===== config.mk =====
export PLATFORM = sky130hd
export DESIGN_NAME = pktbuf_partition
export DESIGN_NICKNAME = d
export VERILOG_FILES = /design/src/rtl/pbuf_pkg.sv /design/src/rtl/pbuf_cfg.sv /design/src/rtl/pbuf_ring.sv /design/src/rtl/pbuf_fifo.sv /design/src/rtl/pktbuf_partition.sv
export SDC_FILE = /design/constraint.sdc
export NUM_CORES = 1
export LEC_CHECK = 0
export BUFFER_PORTS_ARGS = -buffer_cell sky130_fd_sc_hd__buf_2
export CORE_MARGIN = 2
export CORE_UTILIZATION = 60
export CTS_CLUSTER_SIZE = 28
export DETAILED_ROUTE_END_ITERATION = 10
export PLACE_DENSITY = 0.83
export SLEW_MARGIN = 20
export SYNTH_ARGS = -nofsm -noshare
export SYNTH_HDL_FRONTEND = slang
export SYNTH_SLANG_ARGS = --single-unit

===== constraint.sdc =====
create_clock -name clk -period 5.6 [get_ports clk]
set_input_delay 0.28 -clock clk [delete_from_list [all_inputs] [get_ports clk]]
set_output_delay 0.28 -clock clk [all_outputs]
set_load 0.05 [all_outputs]

===== src/rtl/pbuf_pkg.sv =====
package pbuf_pkg;
  typedef enum logic [1:0] {
    MODE_BYPASS = 2'd0,
    MODE_SPLIT  = 2'd1,
    MODE_LOWLAT = 2'd2
  } buf_mode_e;

  typedef enum logic [1:0] {
    SEL_SIZE  = 2'd0,
    SEL_BOUND = 2'd1,
    SEL_CTRL  = 2'd2
  } cfg_sel_e;
endpackage


===== src/rtl/pbuf_cfg.sv =====
module pbuf_cfg
  import pbuf_pkg::*;
#(
  parameter int unsigned PG_W       = 8,
  parameter int unsigned PAGE_SHIFT = 9,
  parameter int unsigned MIN_PAGES  = 4,
  parameter int unsigned AW         = PG_W + PAGE_SHIFT
) (
  input  logic            clk,
  input  logic            rst_n,
  input  logic            run,
  input  logic            cfg_we,
  input  logic [1:0]      cfg_sel,
  input  logic [PG_W-1:0] cfg_wdata,
  output buf_mode_e       mode,
  output logic            cfg_err,
  output logic [AW-1:0]   tx_len,
  output logic [AW-1:0]   rx_base,
  output logic [AW-1:0]   rx_len
);
  logic [PG_W-1:0] sh_size_q, sh_size_d, sh_bnd_q, sh_bnd_d;
  logic            sh_ll_q, sh_ll_d;
  logic [PG_W-1:0] act_size_q, act_size_d, act_bnd_q, act_bnd_d;
  logic            act_ll_q, act_ll_d;
  logic [PG_W-1:0] rx_pages;

  // shadow registers accept writes at any time; the active copy follows only while stopped
  always_comb begin
    sh_size_d = sh_size_q;
    sh_bnd_d  = sh_bnd_q;
    sh_ll_d   = sh_ll_q;
    if (cfg_we) begin
      case (cfg_sel)
        SEL_SIZE:  sh_size_d = cfg_wdata;
        SEL_BOUND: sh_bnd_d  = cfg_wdata;
        SEL_CTRL:  sh_ll_d   = cfg_wdata[0];
        default:   ;
      endcase
    end
    act_size_d = run ? act_size_q : sh_size_d;
    act_bnd_d  = run ? act_bnd_q  : sh_bnd_d;
    act_ll_d   = run ? act_ll_q   : sh_ll_d;
  end

  always_ff @(posedge clk or negedge rst_n) begin
    if (!rst_n) begin
      sh_size_q  <= '0;
      sh_bnd_q   <= '0;
      sh_ll_q    <= 1'b0;
      act_size_q <= '0;
      act_bnd_q  <= '0;
      act_ll_q   <= 1'b0;
    end else begin
      sh_size_q  <= sh_size_d;
      sh_bnd_q   <= sh_bnd_d;
      sh_ll_q    <= sh_ll_d;
      act_size_q <= act_size_d;
      act_bnd_q  <= act_bnd_d;
      act_ll_q   <= act_ll_d;
    end
  end

  assign rx_pages = act_size_q - act_bnd_q;
  assign rx_base  = {act_bnd_q, {PAGE_SHIFT{1'b0}}};

  always_comb begin
    if (act_size_q == '0)  mode = MODE_BYPASS;
    else if (act_ll_q)     mode = MODE_LOWLAT;
    else                   mode = MODE_SPLIT;
  end

  always_comb begin
    cfg_err = 1'b0;
    tx_len  = '0;
    rx_len  = '0;
    case (mode)
      MODE_SPLIT: begin
        cfg_err = (act_bnd_q > act_size_q) || (act_bnd_q < PG_W'(MIN_PAGES)) ||
                  (rx_pages < PG_W'(MIN_PAGES));
        if (!cfg_err) begin
          tx_len = {act_bnd_q, {PAGE_SHIFT{1'b0}}};
          rx_len = {rx_pages, {PAGE_SHIFT{1'b0}}};
        end
      end
      MODE_LOWLAT: begin
        cfg_err = act_size_q < PG_W'(MIN_PAGES);
        if (!cfg_err) tx_len = {act_size_q, {PAGE_SHIFT{1'b0}}};
      end
      default: ;
    endcase
  end

  // layout frozen while running
  p_cfg_frozen_r3: assert property (@(posedge clk) disable iff (!rst_n)
    run |=> ($stable(mode) && $stable(cfg_err)));
endmodule


===== src/rtl/pbuf_ring.sv =====
module pbuf_ring #(
  parameter int unsigned AW = 17
) (
  input  logic          clk,
  input  logic          rst_n,
  input  logic          clr,
  input  logic [AW-1:0] base,
  input  logic [AW-1:0] len,
  input  logic          push,
  input  logic          pop,
  output logic          full,
  output logic          empty,
  output logic [AW-1:0] wr_addr,
  output logic [AW-1:0] rd_addr
);
  logic [AW-1:0] wr_off_q, wr_off_d, rd_off_q, rd_off_d, last_off;
  logic          wr_wrap_q, wr_wrap_d, rd_wrap_q, rd_wrap_d;
  logic          no_space, same_off;

  assign last_off = len - {{(AW-1){1'b0}}, 1'b1};
  assign no_space = (len == '0);
  assign same_off = (wr_off_q == rd_off_q);
  assign empty    = no_space | (same_off & (wr_wrap_q == rd_wrap_q));
  assign full     = no_space | (same_off & (wr_wrap_q != rd_wrap_q));
  assign wr_addr  = base + wr_off_q;
  assign rd_addr  = base + rd_off_q;

  always_comb begin
    wr_off_d  = wr_off_q;
    wr_wrap_d = wr_wrap_q;
    rd_off_d  = rd_off_q;
    rd_wrap_d = rd_wrap_q;
    if (clr) begin
      wr_off_d  = '0;
      wr_wrap_d = 1'b0;
      rd_off_d  = '0;
      rd_wrap_d = 1'b0;
    end else begin
      if (push) begin
        if (wr_off_q == last_off) begin
          wr_off_d  = '0;
          wr_wrap_d = ~wr_wrap_q;
        end else begin
          wr_off_d = wr_off_q + 1'b1;
        end
      end
      if (pop) begin
        if (rd_off_q == last_off) begin
          rd_off_d  = '0;
          rd_wrap_d = ~rd_wrap_q;
        end else begin
          rd_off_d = rd_off_q + 1'b1;
        end
      end
    end
  end

  always_ff @(posedge clk or negedge rst_n) begin
    if (!rst_n) begin
      wr_off_q  <= '0;
      wr_wrap_q <= 1'b0;
      rd_off_q  <= '0;
      rd_wrap_q <= 1'b0;
    end else begin
      wr_off_q  <= wr_off_d;
      wr_wrap_q <= wr_wrap_d;
      rd_off_q  <= rd_off_d;
      rd_wrap_q <= rd_wrap_d;
    end
  end

  // the arbiter never pushes into a full region nor pops an empty one
  p_push_room_r5: assert property (@(posedge clk) disable iff (!rst_n)
    push |-> !full);
  p_pop_data_r5: assert property (@(posedge clk) disable iff (!rst_n)
    pop |-> !empty);
  // the write after the last byte of the region returns to the base
  p_wrap_base_r5: assert property (@(posedge clk) disable iff (!rst_n)
    (push && !clr && (wr_off_q == last_off)) |=> (wr_addr == base));
endmodule


===== src/rtl/pbuf_fifo.sv =====
module pbuf_fifo #(
  parameter int unsigned DW    = 8,
  parameter int unsigned DEPTH = 16
) (
  input  logic          clk,
  input  logic          rst_n,
  input  logic          clr,
  input  logic          push,
  input  logic [DW-1:0] wdata,
  input  logic          pop,
  output logic [DW-1:0] rdata,
  output logic          full,
  output logic          empty
);
  localparam int unsigned PW = $clog2(DEPTH);

  logic [DW-1:0] mem [DEPTH];
  logic [PW:0]   wp_q, wp_d, rp_q, rp_d;
  logic [DW-1:0] rdata_q, rdata_d;

  assign empty = (wp_q == rp_q);
  assign full  = (wp_q[PW-1:0] == rp_q[PW-1:0]) && (wp_q[PW] != rp_q[PW]);
  assign rdata = rdata_q;

  always_comb begin
    wp_d    = clr ? '0 : wp_q + {{PW{1'b0}}, push};
    rp_d    = clr ? '0 : rp_q + {{PW{1'b0}}, pop};
    rdata_d = pop ? mem[rp_q[PW-1:0]] : rdata_q;
  end

  always_ff @(posedge clk) begin
    if (push && !clr) mem[wp_q[PW-1:0]] <= wdata;
  end

  always_ff @(posedge clk or negedge rst_n) begin
    if (!rst_n) begin
      wp_q    <= '0;
      rp_q    <= '0;
      rdata_q <= '0;
    end else begin
      wp_q    <= wp_d;
      rp_q    <= rp_d;
      rdata_q <= rdata_d;
    end
  end

  // bypass buffers are never over- or under-run
  p_fifo_room_r2: assert property (@(posedge clk) disable iff (!rst_n)
    push |-> !full);
  p_fifo_data_r2: assert property (@(posedge clk) disable iff (!rst_n)
    pop |-> !empty);
endmodule


===== src/rtl/pktbuf_partition.sv =====
module pktbuf_partition
  import pbuf_pkg::*;
#(
  parameter int unsigned PG_W       = 8,
  parameter int unsigned PAGE_SHIFT = 9,
  parameter int unsigned MIN_PAGES  = 4,
  parameter int unsigned DW         = 8,
  parameter int unsigned FIFO_DEPTH = 16,
  parameter int unsigned LL_THRESH  = 16,
  parameter int unsigned STD_THRESH = 64,
  localparam int unsigned AW        = PG_W + PAGE_SHIFT
) (
  input  logic            clk,
  input  logic            rst_n,
  input  logic            run,
  input  logic            cfg_we,
  input  logic [1:0]      cfg_sel,
  input  logic [PG_W-1:0] cfg_wdata,
  input  logic            mac_rx_wr,
  input  logic            mac_rx_sof,
  input  logic [DW-1:0]   mac_rx_data,
  output logic            mac_rx_gnt,
  input  logic            dma_rx_rd,
  output logic            dma_rx_gnt,
  output logic            dma_rx_vld,
  output logic [DW-1:0]   dma_rx_data,
  output logic            dma_rx_req,
  input  logic            dma_tx_wr,
  input  logic [DW-1:0]   dma_tx_data,
  output logic            dma_tx_gnt,
  input  logic            mac_tx_rd,
  output logic            mac_tx_gnt,
  output logic            mac_tx_vld,
  output logic [DW-1:0]   mac_tx_data,
  output logic            sram_we,
  output logic            sram_re,
  output logic [AW-1:0]   sram_addr,
  output logic [DW-1:0]   sram_wdata,
  input  logic [DW-1:0]   sram_rdata,
  output logic [1:0]      mode,
  output logic            cfg_err,
  output logic            rx_full,
  output logic            rx_empty,
  output logic            tx_full,
  output logic            tx_empty,
  output logic            rx_ovf,
  output logic            tx_udf
);
  localparam int unsigned THR_MAX = (LL_THRESH > STD_THRESH) ? LL_THRESH : STD_THRESH;
  localparam int unsigned CNT_W   = $clog2(THR_MAX + 1);

  buf_mode_e     cur_mode;
  logic [AW-1:0] tx_len, rx_base, rx_len;
  logic          clr, rx_in_sram, tx_in_sram;
  logic          ring_rx_full, ring_rx_empty, ring_tx_full, ring_tx_empty;
  logic          fifo_rx_full, fifo_rx_empty, fifo_tx_full, fifo_tx_empty;
  logic [AW-1:0] rx_wr_addr, rx_rd_addr, tx_wr_addr, tx_rd_addr;
  logic [DW-1:0] fifo_rx_q, fifo_tx_q;
  logic          req_rxw, req_txr, req_rxr, req_txw;
  logic          g_rxw, g_txr, g_rxr, g_txw, busy0, busy1, busy2;
  logic          rx_vld_q, rx_src_q, tx_vld_q, tx_src_q;
  logic          ovf_q, ovf_d, udf_q, udf_d;
  logic [CNT_W-1:0] frm_cnt_q, frm_cnt_d;

  pbuf_cfg #(.PG_W(PG_W), .PAGE_SHIFT(PAGE_SHIFT), .MIN_PAGES(MIN_PAGES), .AW(AW)) u_cfg (
    .clk(clk), .rst_n(rst_n), .run(run), .cfg_we(cfg_we), .cfg_sel(cfg_sel),
    .cfg_wdata(cfg_wdata), .mode(cur_mode), .cfg_err(cfg_err),
    .tx_len(tx_len), .rx_base(rx_base), .rx_len(rx_len)
  );

  assign clr        = ~run;
  assign mode       = cur_mode;
  assign rx_in_sram = (cur_mode == MODE_SPLIT);
  assign tx_in_sram = (cur_mode == MODE_SPLIT) || (cur_mode == MODE_LOWLAT);

  assign rx_full  = rx_in_sram ? ring_rx_full  : fifo_rx_full;
  assign rx_empty = rx_in_sram ? ring_rx_empty : fifo_rx_empty;
  assign tx_full  = tx_in_sram ? ring_tx_full  : fifo_tx_full;
  assign tx_empty = tx_in_sram ? ring_tx_empty : fifo_tx_empty;

  // eligible requests, then fixed-priority grant among those that map to SRAM
  assign req_rxw = run & mac_rx_wr & ~rx_full;
  assign req_txr = run & mac_tx_rd & ~tx_empty;
  assign req_rxr = run & dma_rx_rd & ~rx_empty;
  assign req_txw = run & dma_tx_wr & ~tx_full;

  assign g_rxw = req_rxw;
  assign busy0 = rx_in_sram & g_rxw;
  assign g_txr = req_txr & ~(tx_in_sram & busy0);
  assign busy1 = busy0 | (tx_in_sram & g_txr);
  assign g_rxr = req_rxr & ~(rx_in_sram & busy1);
  assign busy2 = busy1 | (rx_in_sram & g_rxr);
  assign g_txw = req_txw & ~(tx_in_sram & busy2);

  assign mac_rx_gnt = g_rxw;
  assign mac_tx_gnt = g_txr;
  assign dma_rx_gnt = g_rxr;
  assign dma_tx_gnt = g_txw;

  assign sram_we = (rx_in_sram & g_rxw) | (tx_in_sram & g_txw);
  assign sram_re = (tx_in_sram & g_txr) | (rx_in_sram & g_rxr);

  always_comb begin
    sram_addr  = '0;
    sram_wdata = '0;
    if (rx_in_sram && g_rxw) begin
      sram_addr  = rx_wr_addr;
      sram_wdata = mac_rx_data;
    end else if (tx_in_sram && g_txr) begin
      sram_addr = tx_rd_addr;
    end else if (rx_in_sram && g_rxr) begin
      sram_addr = rx_rd_addr;
    end else if (tx_in_sram && g_txw) begin
      sram_addr  = tx_wr_addr;
      sram_wdata = dma_tx_data;
    end
  end

  pbuf_ring #(.AW(AW)) u_rx_ring (
    .clk(clk), .rst_n(rst_n), .clr(clr), .base(rx_base), .len(rx_len),
    .push(rx_in_sram & g_rxw), .pop(rx_in_sram & g_rxr),
    .full(ring_rx_full), .empty(ring_rx_empty),
    .wr_addr(rx_wr_addr), .rd_addr(rx_rd_addr)
  );

  pbuf_ring #(.AW(AW)) u_tx_ring (
    .clk(clk), .rst_n(rst_n), .clr(clr), .base('0), .len(tx_len),
    .push(tx_in_sram & g_txw), .pop(tx_in_sram & g_txr),
    .full(ring_tx_full), .empty(ring_tx_empty),
    .wr_addr(tx_wr_addr), .rd_addr(tx_rd_addr)
  );

  pbuf_fifo #(.DW(DW), .DEPTH(FIFO_DEPTH)) u_rx_fifo (
    .clk(clk), .rst_n(rst_n), .clr(clr),
    .push(~rx_in_sram & g_rxw), .wdata(mac_rx_data),
    .pop(~rx_in_sram & g_rxr), .rdata(fifo_rx_q),
    .full(fifo_rx_full), .empty(fifo_rx_empty)
  );

  pbuf_fifo #(.DW(DW), .DEPTH(FIFO_DEPTH)) u_tx_fifo (
    .clk(clk), .rst_n(rst_n), .clr(clr),
    .push(~tx_in_sram & g_txw), .wdata(dma_tx_data),
    .pop(~tx_in_sram & g_txr), .rdata(fifo_tx_q),
    .full(fifo_tx_full), .empty(fifo_tx_empty)
  );

  // sticky error flags and frame byte counter
  always_comb begin
    ovf_d = clr ? 1'b0 : (ovf_q | (mac_rx_wr & rx_full));
    udf_d = clr ? 1'b0 : (udf_q | (mac_tx_rd & tx_empty));
    frm_cnt_d = frm_cnt_q;
    if (clr) begin
      frm_cnt_d = '0;
    end else if (g_rxw) begin
      if (mac_rx_sof)                             frm_cnt_d = CNT_W'(1);
      else if (frm_cnt_q != CNT_W'(THR_MAX))      frm_cnt_d = frm_cnt_q + 1'b1;
    end
  end

  always_ff @(posedge clk or negedge rst_n) begin
    if (!rst_n) begin
      rx_vld_q  <= 1'b0;
      rx_src_q  <= 1'b0;
      tx_vld_q  <= 1'b0;
      tx_src_q  <= 1'b0;
      ovf_q     <= 1'b0;
      udf_q     <= 1'b0;
      frm_cnt_q <= '0;
    end else begin
      rx_vld_q  <= g_rxr;
      rx_src_q  <= rx_in_sram;
      tx_vld_q  <= g_txr;
      tx_src_q  <= tx_in_sram;
      ovf_q     <= ovf_d;
      udf_q     <= udf_d;
      frm_cnt_q <= frm_cnt_d;
    end
  end

  assign dma_rx_vld  = rx_vld_q;
  assign dma_rx_data = rx_src_q ? sram_rdata : fifo_rx_q;
  assign mac_tx_vld  = tx_vld_q;
  assign mac_tx_data = tx_src_q ? sram_rdata : fifo_tx_q;
  assign rx_ovf      = ovf_q;
  assign tx_udf      = udf_q;
  assign dma_rx_req  = (cur_mode == MODE_LOWLAT) ? (frm_cnt_q >= CNT_W'(LL_THRESH))
                                                 : (frm_cnt_q >= CNT_W'(STD_THRESH));

  // single SRAM access per cycle
  p_one_access_r10: assert property (@(posedge clk) disable iff (!rst_n)
    !(sram_we && sram_re));
  // invalid layout never reaches SRAM
  p_err_quiet_r7: assert property (@(posedge clk) disable iff (!rst_n)
    cfg_err |-> (!sram_we && !sram_re));
  // bypass layout never reaches SRAM
  p_bypass_quiet_r2: assert property (@(posedge clk) disable iff (!rst_n)
    (cur_mode == MODE_BYPASS) |-> (!sram_we && !sram_re));
  // granted reads return data in the next cycle
  p_rx_latency_r11: assert property (@(posedge clk) disable iff (!rst_n)
    dma_rx_gnt |=> dma_rx_vld);
  p_tx_latency_r11: assert property (@(posedge clk) disable iff (!rst_n)
    mac_tx_gnt |=> mac_tx_vld);
  // a full receive path accepts nothing and records the overflow
  p_no_overflow_r6: assert property (@(posedge clk) disable iff (!rst_n)
    (run && mac_rx_wr && rx_full) |=> (rx_ovf || !run));
  // stopped means nothing granted
  p_stop_idle_r12: assert property (@(posedge clk) disable iff (!rst_n)
    !run |-> !(mac_rx_gnt || dma_rx_gnt || dma_tx_gnt || mac_tx_gnt));
endmodule


### Yosys cells after proc, flatten, opt, wreduce, memory -nomap -nowiden

Memory sizes are Yosys's and may differ from the RTL's. A register that Yosys moved wholly into a read port is not among the register bits.
Index checks and enable logic that the tools add are counted.

* register bits: 139
* RAM bits: 256
* input port bits: 43
* output and inout port bits: 59
* word-level logic and storage cells: 218
* memories: 2

Memory list
* u_rx_fifo.mem: depth 16, width 8, rd ports 1, clocked after Yosys merged registers in 1, write ports 1, RTL line pbuf_fifo.sv:17 `logic [DW-1:0] mem [DEPTH];`
* u_tx_fifo.mem: depth 16, width 8, rd ports 1, clocked after Yosys merged registers in 1, write ports 1, RTL line pbuf_fifo.sv:17

* add/sub/neg operators: 14
* $lt $le $gt $ge: 6
* equality and inequality tests: 31
* multiplexer cells: 67
* bitwise gates (word level): 51
* reductions and logical operators: 22

Operators by type and width (number)
* $mux 17: 20
* $eq 17x17->1: 6
* $mux 8: 10
* $add 17x1->17 const B: 4
* $add 17x17->17: 2
* $logic_not 17->1: 2
* $pmux 17 s2: 1
* $sub 17x1->17 const B: 2
* $and 1x1->1: 28
* $mux 7: 4
* $mux 1: 25
* $lt 8x3->1 const B: 3
* $add 5x1->5: 4
* $mux 5: 4
* $ne 2x1->1 const B: 9
* $not 1->1: 13
* $eq 5x5->1: 2
* $or 1x1->1: 10
* $reduce_and 2->1: 5
* $eq 4x4->1: 2
* $gt 8x8->1: 1
* $logic_and 1x1->1: 8
* $logic_not 8->1: 1
* $sub 8x8->8: 1
* 14 further kinds: 24

### Logic depth before layout (Yosys ltp)

Gate-level depths: netlist (run 1).

* word-level depth: 29
* mapped depth: 23
* depth with buffers taken out: 21

### By module

A second synthesis (run 1) with hierarchy kept.

* cell total of the unflattened synthesis: 2247
* area, all modules: 24698.7 µm²

By module, submodules not included
* pbuf_fifo (u_tx_fifo): times used 1, cells each 326, area each 5834.3 µm², seq. area each 4294.1 µm²
* pbuf_fifo (u_rx_fifo): times used 1, cells each 322, area each 5825.6 µm², seq. area each 4294.1 µm²
* pbuf_ring (u_tx_ring): times used 1, cells each 600, area each 4644.5 µm², seq. area each 900.9 µm²
* pbuf_ring (u_rx_ring): times used 1, cells each 582, area each 4626.9 µm², seq. area each 900.9 µm²
* pbuf_cfg: times used 1, cells each 210, area each 2183.3 µm², seq. area each 850.8 µm²
* pktbuf_partition: times used 1, cells each 207, area each 1584.0 µm², seq. area each 325.3 µm²

### Worst setup path before layout (run 1)

No wires, ideal clock.

* path kind: register to output
* from: register u_cfg.act_size_q[0]
* to: output sram_addr[0]
* data arrival time: 5.344 ns
* data required time: 5.320 ns
* path slack: -0.024 ns
* stages on the path, launching flop included: 19
* path buffers: 1
* cells stage by stage: dfrtp_1 > inv_1 > ha_1 > inv_1 > fa_1 > a21o_1 > a221oi_4 > xnor2_1 > a2111oi_4 > a21oi_2 > a22oi_1 > ha_1 > nand3_1 > a21o_1 > o21a_1 > nor4b_2 > buf_2 > a221oi_1 > o21ai_0

* word-level cells in the longest chain between the ends: 29
* elaborated cells between the ends (all ways): 56
* classes of those cells: add/sub (1); order compare (3); eq/ne (2); mux (14); bitwise (26); reduce/logical (10)

Ends and longest elaborated chain
* start: declaration: RTL line pbuf_cfg.sv:23 `logic [PG_W-1:0] act_size_q, act_size_d, act_bnd_q, act_bnd_d;`
* start signal: assignment: RTL line pbuf_cfg.sv:57 `act_size_q <= act_size_d;`
* $sub 8x8->8 or $gt 8x8->1 (tied branches): RTL line pbuf_cfg.sv:63, pbuf_cfg.sv:78
* $lt 8x3->1 or $logic_or 1x1->1 (tied branches): RTL line pbuf_cfg.sv:79, pbuf_cfg.sv:78
* $logic_or 1x1->1: RTL line pbuf_cfg.sv:78 `cfg_err = (act_bnd_q > act_size_q) || (act_bnd_q < PG_W'(MIN_PAGES)) ||`
* $mux 17: RTL line pbuf_cfg.sv:80 `if (!cfg_err) begin`
* $mux 17: RTL line pbuf_cfg.sv:76 `case (mode)`
* $logic_not 17->1: RTL line pbuf_ring.sv:21 `assign no_space = (len == '0);`
* $or 1x1->1: RTL line pbuf_ring.sv:24 `assign full = no_space | (same_off & (wr_wrap_q != rd_wrap_q));`
* $mux 1: RTL line pktbuf_partition.sv:76 `assign rx_full = rx_in_sram ? ring_rx_full : fifo_rx_full;`
* (+13 left out)
* $and 1x1->1: RTL line pktbuf_partition.sv:93 `assign g_txw = req_txw & ~(tx_in_sram & busy2);`
* $not 1->1: RTL line pktbuf_partition.sv:93
* $and 1x1->1: RTL line pktbuf_partition.sv:93
* $logic_and 1x1->1: RTL line pktbuf_partition.sv:113 `end else if (tx_in_sram && g_txw) begin`
* $mux 17: RTL line pktbuf_partition.sv:113
* $mux 17: RTL line pktbuf_partition.sv:111 `end else if (rx_in_sram && g_rxr) begin`
* $mux 17: RTL line pktbuf_partition.sv:109 `end else if (tx_in_sram && g_txr) begin`
* $mux 17 *: RTL line pktbuf_partition.sv:106 `if (rx_in_sram && g_rxw) begin`
* end: declaration: RTL line pktbuf_partition.sv:37 `output logic [AW-1:0] sram_addr,`

Mark *: on every way between the ends. The rest lies on a longest branch, timed or not.

### Worst setup path after layout (run 1)

* from: register u_cfg.act_size_q[0]
* to: output sram_addr[12]

The elaborated chain is that of the path after synthesis.

==> results of run 1 <==
[registers in the layout (all words and copies together), names as in the netlist, 7 cells and up]
signal	flops
u_rx_ring.wr_off_q	17
u_tx_ring.rd_off_q	17
u_tx_ring.wr_off_q	17
u_rx_fifo.mem	128
u_rx_fifo.rdata	8
u_tx_fifo.mem	128
u_cfg.act_size_q	8
u_cfg.sh_bnd_q	8
u_cfg.sh_size_q	8
u_tx_fifo.rdata	8
u_cfg.act_bnd_q	8
u_rx_ring.rd_off_q	17
frm_cnt_q	7
[area by class of cell]
cell class	instances	area, um^2	share of cell area, %
Timing Repair Buffer	158	992	4.24
Inverter	42	160	0.684
Tap cell	455	569	2.43
Multi-Input combinational cell	1115	8790	37.5
Sequential cell	411	11600	49.4
Clock buffer	57	1130	4.82
Clock inverter	21	196	0.839
Antenna cell	1	2.50	0.0107
[placed cells by master, fill, tap and decap left out, types with 14 or more instances in the layout]
cell type	count
sky130_fd_sc_hd__edfxtp_1	256
sky130_fd_sc_hd__nor2_1	156
sky130_fd_sc_hd__dfrtp_1	152
sky130_fd_sc_hd__nand2_1	97
sky130_fd_sc_hd__buf_2	95
sky130_fd_sc_hd__xnor2_1	69
sky130_fd_sc_hd__xor2_1	65
sky130_fd_sc_hd__mux4_2	64
sky130_fd_sc_hd__a21oi_1	61
sky130_fd_sc_hd__mux2_2	56
sky130_fd_sc_hd__nand3_1	55
sky130_fd_sc_hd__buf_4	53
sky130_fd_sc_hd__o21ai_0	44
sky130_fd_sc_hd__clkbuf_16	42
sky130_fd_sc_hd__ha_1	37
sky130_fd_sc_hd__inv_1	36
sky130_fd_sc_hd__nand4_1	30
sky130_fd_sc_hd__a21o_1	24
sky130_fd_sc_hd__nor3_1	24
sky130_fd_sc_hd__and3_1	19
sky130_fd_sc_hd__or3_1	15
sky130_fd_sc_hd__o21ai_1	14
sky130_fd_sc_hd__and2_1	14
sky130_fd_sc_hd__a31oi_1	14
[power by group through the flow]
stage	sequential (mW)	combinational [mW]	clock (mW)
floorplan	3.50	1.51	0
global placement	3.52	2.08	0
detailed placement	3.52	2.11	0
CTS	3.46	2.16	2.74
global route	3.48	2.37	2.85
finish	3.47	2.23	2.71
[what timing repair did]
| item | CTS | global route |
|---|---|---|
| cloned | 0 | 0 |
| setup endpoints to repair | 26 | 47 |
| hold buffers | 6 | 0 |
| pin swaps | 2 | 8 |
| buffers inserted | 2 | 4 |
| endpoints found under the hold margin | 67 | 0 |
| gates resized for setup | 10 | 19 |
[critical path, delay by kind of cell, from the launching register on]
family / cells / cell delay, ns
AOI/OAI and AO/OA: 10 / 2.25
xor gates and xnor gates: 1 / 0.17
DFF: 1 / 0.43
adders and majority gates: 3 / 0.76
and+or+nand+nor: 4 / 0.50
buffers and inverters: 4 / 0.50
[metal layers]
layer	track usage, %	vias to the layer above	routed length (um)
met5	0	-	0
met4	12.9	0	2570
met3	4.99	165	4870
met2	51.6	820	26800
met1	40.8	7434	20900
li1	-	6494	-
[per-stage QoR]
step	hold WS (ns)	worst slack, ns	cells	area (um^2)	TNS, ns
finish	0.0138	0.176	2260	23400	0
global route	0.00606	-0.0407	2260	23400	-0.0496
CTS	0.00358	0.00691	2256	23300	0
detailed placement	0.297	0.0690	2170	21900	0
global placement	0.299	0.190	2170	21900	0
floorplan	-0.0156	0.0183	1672	20800	0
[cell families after synthesis]
kind of cell	Yosys count	share of synthesized area (%)
and+or+nand+nor	502	12.0
DFF	411	55.5
AOI/OAI and AO/OA	300	10.4
buffers and inverters	146	2.79
xor gates and xnor gates	139	6.06
muxes	132	10.5
adders and majority gates	42	2.63
[how the worst max path moves through the flow]
stage / from / to / depth (start not counted)
after global placement: u_cfg.act_size_q[0]$_DFFE_PN0N_ / sram_addr[14] / 20
after detailed placement: u_cfg.act_size_q[0]$_DFFE_PN0N_ / sram_addr[14] / 20
final: u_cfg.act_size_q[0]$_DFFE_PN0N_ / sram_addr[12] / 22
after floorplan: u_cfg.act_size_q[0]$_DFFE_PN0N_ / sram_addr[16] / 18
after global routing: u_cfg.act_size_q[0]$_DFFE_PN0N_ / sram_addr[10] / 20
after CTS: u_cfg.act_size_q[0]$_DFFE_PN0N_ / sram_addr[14] / 22
==> impl_metrics.csv, run 1 <==
group,metric,value,unit
route,vias,14913,
cells_and_area,fillCellCount,2433,
timing,finalCriticalPeriod,5.42,ns
route,route.final.wire_length,55100,um
grt,grt_start_max_net_pins,67,
synthesis,synth_async_sr_flop_share,37.7,%
floorplan,core-area,34400,um^2
clock_network,cts_htree_levels,2,
timing,finalSetupViolCount,0,
route,detail_route.iter0.violations,1509,
setup_path,cp_max_fo,17,
setup_path,cpPeakStageDelay,0.43,ns
power,power.switching_fraction,33.1,%
route,wire_per_inst,24.4,um
power,power_frac_seq,41.3,%
setup_path,kind_of_capture_point_of_the_worst_setup_path,"output pin",
synthesis,ys_top_cells_by_count,"256 x sky130_fd_sc_hd__edfxtp_1, 158 x sky130_fd_sc_hd__nor2_1, 155 x sky130_fd_sc_hd__dfrtp_1",
clock_network,tritoncts.num_buffers,42,
floorplan,boundaryPins,102,
timing,timing.final.max_slew_violations,0,
setup_path,crit_required,5.32,ns
floorplan,fp.dieW,190,um
power,total_chip_power,8.41,mW
grt,first_global_vias,14845,
placement,hpwl,37300,um
placement,portBuffers,101,
min_path,worstHoldPathCells,2,
power,p_int,5.62,mW
timing,rsz0062_at_grt,"true",
synthesis,synth_largest_type_area_fraction,36.9,%
setup_path,r2r-start,"u_cfg.act_size_q[0]$_DFFE_PN0N_",
synthesis,mappedNetlistArea,20800,um^2
floorplan,fp-row-count,68,
power,power.leakage,8.87,nW
synthesis,synth_enable_flop_cells,256,
grt,grt_util_all_layers,31.0,%
clock_network,clk_pin_slew,0.05,ns
job,max_cap_viol_count,0,
timing,fmax,184,MHz
cells_and_area,fin_util,68.1,%
synthesis,average_instance_area_after_synthesis,12.5,um^2
clock_network,clk_latency,0.57,ns
route,dr.pass1.iters,7,
timing,report.final.hold_viol_count,0,
timing,tightest_slew,1.09,ns
grt,grt_overflow,0,
min_path,worst_hold_path_type,"in2reg",
cells_and_area,finish.net_count,1855,
power,p_sw,2.79,mW
grt,antenna_found_initial,1,
synthesis,net_count_of_the_mapped_netlist,1757,
synthesis,yosys_warnings,0,
power,pwr_density_cell,359,nW/um^2
cells_and_area,layout_overhead_on_the_synthesized_area,12.4,%
floorplan,floorplan.initialDensity,60.6,%
power,clock_power_share,32.3,%
synthesis,seq_area_frac_synth,55.5,%
synthesis,postSynthCellCount,1672,
timing,final_min_period_over_clock_period,96.9,%
power,peakVddDrop,0.365,mV
synthesis,ys_dominant_reg_cell,"sky130_fd_sc_hd__edfxtp_1",
synthesis,top_count_cell_post_synth,"sky130_fd_sc_hd__edfxtp_1",
min_path,hold_end,"u_cfg.sh_size_q[1]$_DFF_PN0_",
clock_network,root_buffer,"sky130_fd_sc_hd__clkbuf_16",
route,antenna_violating_nets_post_route,0,
route,drc_errors,0,
outcome,outcome,"finished clean",
setup_path,path_cells,"inv_2, ha_1, inv_1, fa_2, a21o_1, a221oi_4, xnor2_2, a2111oi_4, a21oi_2, a22oi_2, ha_2, nand3_2, a21o_1, nor2_2, o2bb2ai_1, a21oi_1, nor4b_4, buf_12, a221o_1, o21ai_0, nand2_1, buf_4",
setup_path,timing.critical_path.slowest_stage_cell,"sky130_fd_sc_hd__dfrtp_1",
placement,place.gp.congestion,0.994,
setup_path,critical_path.startpoint_type,"flip-flop",
setup_path,critPathKind,"reg2out",
synthesis,synth-seq-cells,411,
setup_path,timing.reg2reg.worst_path_depth,20,
synthesis,synth.area.top_cells,"sky130_fd_sc_hd__edfxtp_1 37%, sky130_fd_sc_hd__dfrtp_1 19%, sky130_fd_sc_hd__mux4_2 6.9%, sky130_fd_sc_hd__mux2_2 3.0%, sky130_fd_sc_hd__xnor2_1 3.0%",
timing,clock-skew-final,0.0279,ns
synthesis,post-synth-top-area-cell,"sky130_fd_sc_hd__edfxtp_1",
floorplan,die_area,36200,um^2
clock_network,clock-sinks,411,
min_path,min_from,"cfg_wdata[1]",
cells_and_area,drive_above_1_share,21.9,%
power,p_comb_share,26.5,%
setup_path,worstPathArrival,5.14,ns
setup_path,crit-reg2reg-capture,"u_tx_ring.rd_off_q[15]$_DFFE_PN0P_",
synthesis,yosys.cell_types.count,97,
timing,max_slew_margin,26.3,%
floorplan,die_h,190,um
clock_network,cts_tree,"built",
clock_network,cts-root-to-sink-buffers,3,
route,detail_route.vias_per_cell,6.60,
setup_path,reg2reg_setup_slack,0.35,ns
grt,first_pass_grt_wire_length,85800,um
setup_path,most_repeated_library_cell_on_the_critical_path,"sky130_fd_sc_hd__a21o_1",
(Power assumes the default switching activity.)
==> run 2, diff against run 1 <==
--- a/config.mk
+++ b/config.mk
@@ -8,10 +8,13 @@
 export BUFFER_PORTS_ARGS = -buffer_cell sky130_fd_sc_hd__buf_2
 export CORE_MARGIN = 2
 export CORE_UTILIZATION = 60
+export CTS_CLUSTER_DIAMETER = 150
 export CTS_CLUSTER_SIZE = 28
 export DETAILED_ROUTE_END_ITERATION = 10
+export GPL_TIMING_DRIVEN = 0
 export PLACE_DENSITY = 0.83
 export SLEW_MARGIN = 20
 export SYNTH_ARGS = -nofsm -noshare
 export SYNTH_HDL_FRONTEND = slang
+export SYNTH_HIERARCHICAL = 1
 export SYNTH_SLANG_ARGS = --single-unit
==> impl_metrics.csv, run 2 <==
group,metric,value,unit
setup_path,timing.critical_path.slowest_stage_cell,"sky130_fd_sc_hd__dfrtp_2",
placement,place_worst_setup_slack,-1.51,ns
timing,fin_ws,-0.0818,ns
timing,max_slew_margin,31.2,%
floorplan,core-area,40700,um^2
min_path,worst_hold_path_type,"in2reg",
timing,clock-skew-final,0.0196,ns
synthesis,seq_area_frac_synth,46.8,%
power,power.leakage,10.6,nW
floorplan,fp.dieW,207,um
outcome,failing_checks,"negative setup slack",
timing,finalCriticalPeriod,5.68,ns
timing,tightest_slew,1.02,ns
setup_path,critical_path.startpoint_type,"flip-flop",
timing,final_min_period_over_clock_period,101,%
timing,rsz0062_at_grt,"true",
route,detail_route.iter0.violations,1994,
outcome,outcome,"complete, but fails checks",
clock_network,cts_htree_levels,1,
synthesis,average_instance_area_after_synthesis,11.0,um^2
placement,place.gp.congestion,0.965,
setup_path,reg2reg_setup_slack,0.13,ns
floorplan,floorplan.initialDensity,60.6,%
clock_network,clk_pin_slew,0.12,ns
grt,grt_start_max_net_pins,81,
cells_and_area,final_cell_mix,"256 x sky130_fd_sc_hd__edfxtp_1, 213 x sky130_fd_sc_hd__nor2_1, 151 x sky130_fd_sc_hd__dfrtp_1",
synthesis,ys_top_cells_by_count,"256 x sky130_fd_sc_hd__edfxtp_1, 219 x sky130_fd_sc_hd__nor2_1, 155 x sky130_fd_sc_hd__dfrtp_1",
route,vias,19372,
setup_path,worstPathArrival,5.40,ns
timing,setup_tns,-0.820,ns
clock_network,cts-root-to-sink-buffers,3,
clock_network,cts_tree,"built",
setup_path,critPathKind,"reg2out",
synthesis,yosys.cell_types.count,106,
placement,portBuffers,101,
grt,antenna_found_initial,2,
cells_and_area,final_common_cell,"sky130_fd_sc_hd__edfxtp_1",
clock_network,root_buffer,"sky130_fd_sc_hd__clkbuf_16",
setup_path,crit_required,5.32,ns
setup_path,r2r-start,"u_cfg/act_bnd_q[4]$_DFFE_PN0N_",
timing,timing.final.max_slew_violations,0,
floorplan,fp-row-count,74,
setup_path,kind_of_capture_point_of_the_worst_setup_path,"output pin",
timing,finalSetupViolCount,14,
clock_network,clock-sinks,411,
setup_path,cpPeakStageDelay,0.47,ns
job,max_cap_viol_count,0,
synthesis,ys_dominant_reg_cell,"sky130_fd_sc_hd__edfxtp_1",
cells_and_area,drive_above_1_share,19.1,%
synthesis,yosys_warnings,6,
setup_path,timing.reg2reg.worst_path_depth,22,
grt,first_pass_grt_wire_length,103000,um
grt,grt_util_all_layers,31.1,%
route,dr.pass1.iters,7,
floorplan,die_h,207,um
route,wire_per_inst,22.5,um
setup_path,crit_path_end,"sram_addr[5]",
synthesis,synth_largest_type_area_fraction,31.1,%
synthesis,top_count_cell_post_synth,"sky130_fd_sc_hd__edfxtp_1",
placement,hpwl,49000,um
route,detail_route.vias_per_cell,6.39,
timing,fmax,176,MHz
synthesis,postSynthCellCount,2247,
clock_network,clk_latency,0.56,ns
power,pwr_density_cell,267,nW/um^2
synthesis,synth_async_sr_flop_share,37.7,%
route,route.final.wire_length,68200,um
power,total_chip_power,7.54,mW
setup_path,most_repeated_library_cell_on_the_critical_path,"sky130_fd_sc_hd__buf_6",
synthesis,synth-seq-cells,411,
cells_and_area,layout_overhead_on_the_synthesized_area,14.2,%
power,peakVddDrop,0.232,mV
synthesis,mappedNetlistArea,24700,um^2
setup_path,crit-reg2reg-capture,"u_rx_ring/rd_wrap_q$_DFFE_PN0P_",
grt,first_global_vias,18654,
synthesis,synth_enable_flop_cells,256,
grt,grt_overflow,0,
clock_network,tritoncts.num_buffers,18,
setup_path,cp_max_fo,9,
floorplan,boundaryPins,102,
setup_path,path_cells,"inv_1, ha_1, buf_2, a21o_1, a31o_2, a41oi_2, xor2_2, and2_4, nor3_4, nor4_4, nand4_1, or3_4, o21ai_4, nand4b_1, buf_6, clkinvlp_4, buf_6, nor2_4, buf_12, buf_6, a31oi_4, buf_6",
floorplan,die_area,42800,um^2
setup_path,worst_setup_path_startpoint,"u_cfg/act_bnd_q[4]$_DFFE_PN0N_",
route,drc_errors,0,
route,antenna_violating_nets_post_route,0,
cells_and_area,finish.net_count,2624,
synthesis,synth.area.top_cells,"sky130_fd_sc_hd__edfxtp_1 31%, sky130_fd_sc_hd__dfrtp_1 16%, sky130_fd_sc_hd__ha_1 4.6%, sky130_fd_sc_hd__xnor2_1 4.6%, sky130_fd_sc_hd__mux2i_1 3.7%",
synthesis,post-synth-top-area-cell,"sky130_fd_sc_hd__edfxtp_1",
timing,report.final.hold_viol_count,0,
==> run 2: cell types whose count changed in the layout (fill, tap and decap cells not counted), moves of 29 or more <==
cell / change
sky130_fd_sc_hd__xor2_1: +29
sky130_fd_sc_hd__clkbuf_1: +59
sky130_fd_sc_hd__mux4_2: -32
sky130_fd_sc_hd__buf_6: +42
sky130_fd_sc_hd__nor3_1: +36
sky130_fd_sc_hd__mux2i_1: +80
sky130_fd_sc_hd__ha_1: +53
sky130_fd_sc_hd__nor2_1: +57
sky130_fd_sc_hd__o22ai_1: +33
sky130_fd_sc_hd__inv_1: +32
sky130_fd_sc_hd__conb_1: +62
sky130_fd_sc_hd__xnor2_1: +60
==> run 2: power breakdown <==
group	internal [mW]	switching [mW]
combinational	0.954	1.54
sequential	3.35	0.136
clock	0.625	0.926
==> run 2: how the worst min path moves through the flow <==
stage / from / to / slack [ns] / cells after the start
after global placement: rx_ovf$_DFF_PN0_ / rx_ovf$_DFF_PN0_ / 0.48 / 2
after global routing: cfg_wdata[6] / u_cfg/sh_bnd_q[6]$_DFF_PN0_ / 0.02 / 2
after detailed placement: rst_n / u_tx_ring/wr_off_q[12]$_DFFE_PN0P_ / 0.29 / 1
after CTS: cfg_wdata[6] / u_cfg/sh_size_q[6]$_DFF_PN0_ / 0.003 / 2
after floorplan: rst_n / dma_rx_vld$_DFF_PN0_ / -0.02 / 0
final: cfg_wdata[6] / u_cfg/sh_bnd_q[6]$_DFF_PN0_ / 0.02 / 2
==> run 2: cell type report <==
type | instances | area, um^2
clock buffer | 30 | 495
antenna | 2 | 5.00
buffer | 145 | 935
tap | 532 | 666
timing repair buffer | 165 | 1320
clock inverter | 2 | 25.0
multi-input combinational | 1667 | 12900
inverter | 77 | 297
fill | 2862 | 12500
sequential | 411 | 11600
==> run 2: per-layer routing <==
layer  GRT usage (%)  vias to the layer above  routed length [um]  share of wire (%)
met3            4.41                      165                5440                8.0
met5               0                        -                   0                  0
li1                -                     8686                   -                  -
met2            53.9                      983               33700                 49
met4            10.4                        0                2450                3.6
met1            40.3                     9538               26700                 39
==> run 2: timing repair <==
| item | CTS | global route |
|---|---|---|
| gates resized for setup | 111 | 118 |
| setup buffers | 21 | 29 |
| endpoints found under the hold margin | 95 | 0 |
| cloned | 2 | 3 |
| hold buffers | 9 | 0 |
| endpoints found under the setup margin | 240 | 218 |
| pin swaps | 35 | 36 |
==> run 2: cell families after synthesis <==
group                    count (synthesis)  share of synthesized area (%)
AO/OA/AOI/OAI                          396                           11.0
adder cells (fa/ha/maj)                 96                           5.02
multiplexers                           171                           8.81
other                                    2                         0.0304
XOR/XNOR                               231                           8.53
AND/OR/NAND/NOR                        711                           15.0
buffers and inverters                  229                           4.82
flip-flops                             411                           46.8
==> run 2: worst max-delay path: cells and delay by family (launching register included) <==
kind | cells | cell delay (ns)
fa+ha+maj | 1 | 0.24
compound gates | 5 | 0.98
buf+inv | 8 | 1.28
simple gates | 7 | 1.58
flops | 1 | 0.47
xor+xnor | 1 | 0.26
==> run 2: through the flow <==
step                cells  util (%)  hold slack (ns)  area, um^2
floorplan            2307         -          -0.0156       24900
global placement     2940      64.1            0.476       26100
detailed placement   2941      64.3            0.293       26200
CTS                  3003      67.4          0.00287       27400
global route         3030      69.2           0.0169       28200
finish               3031      69.2           0.0224       28200
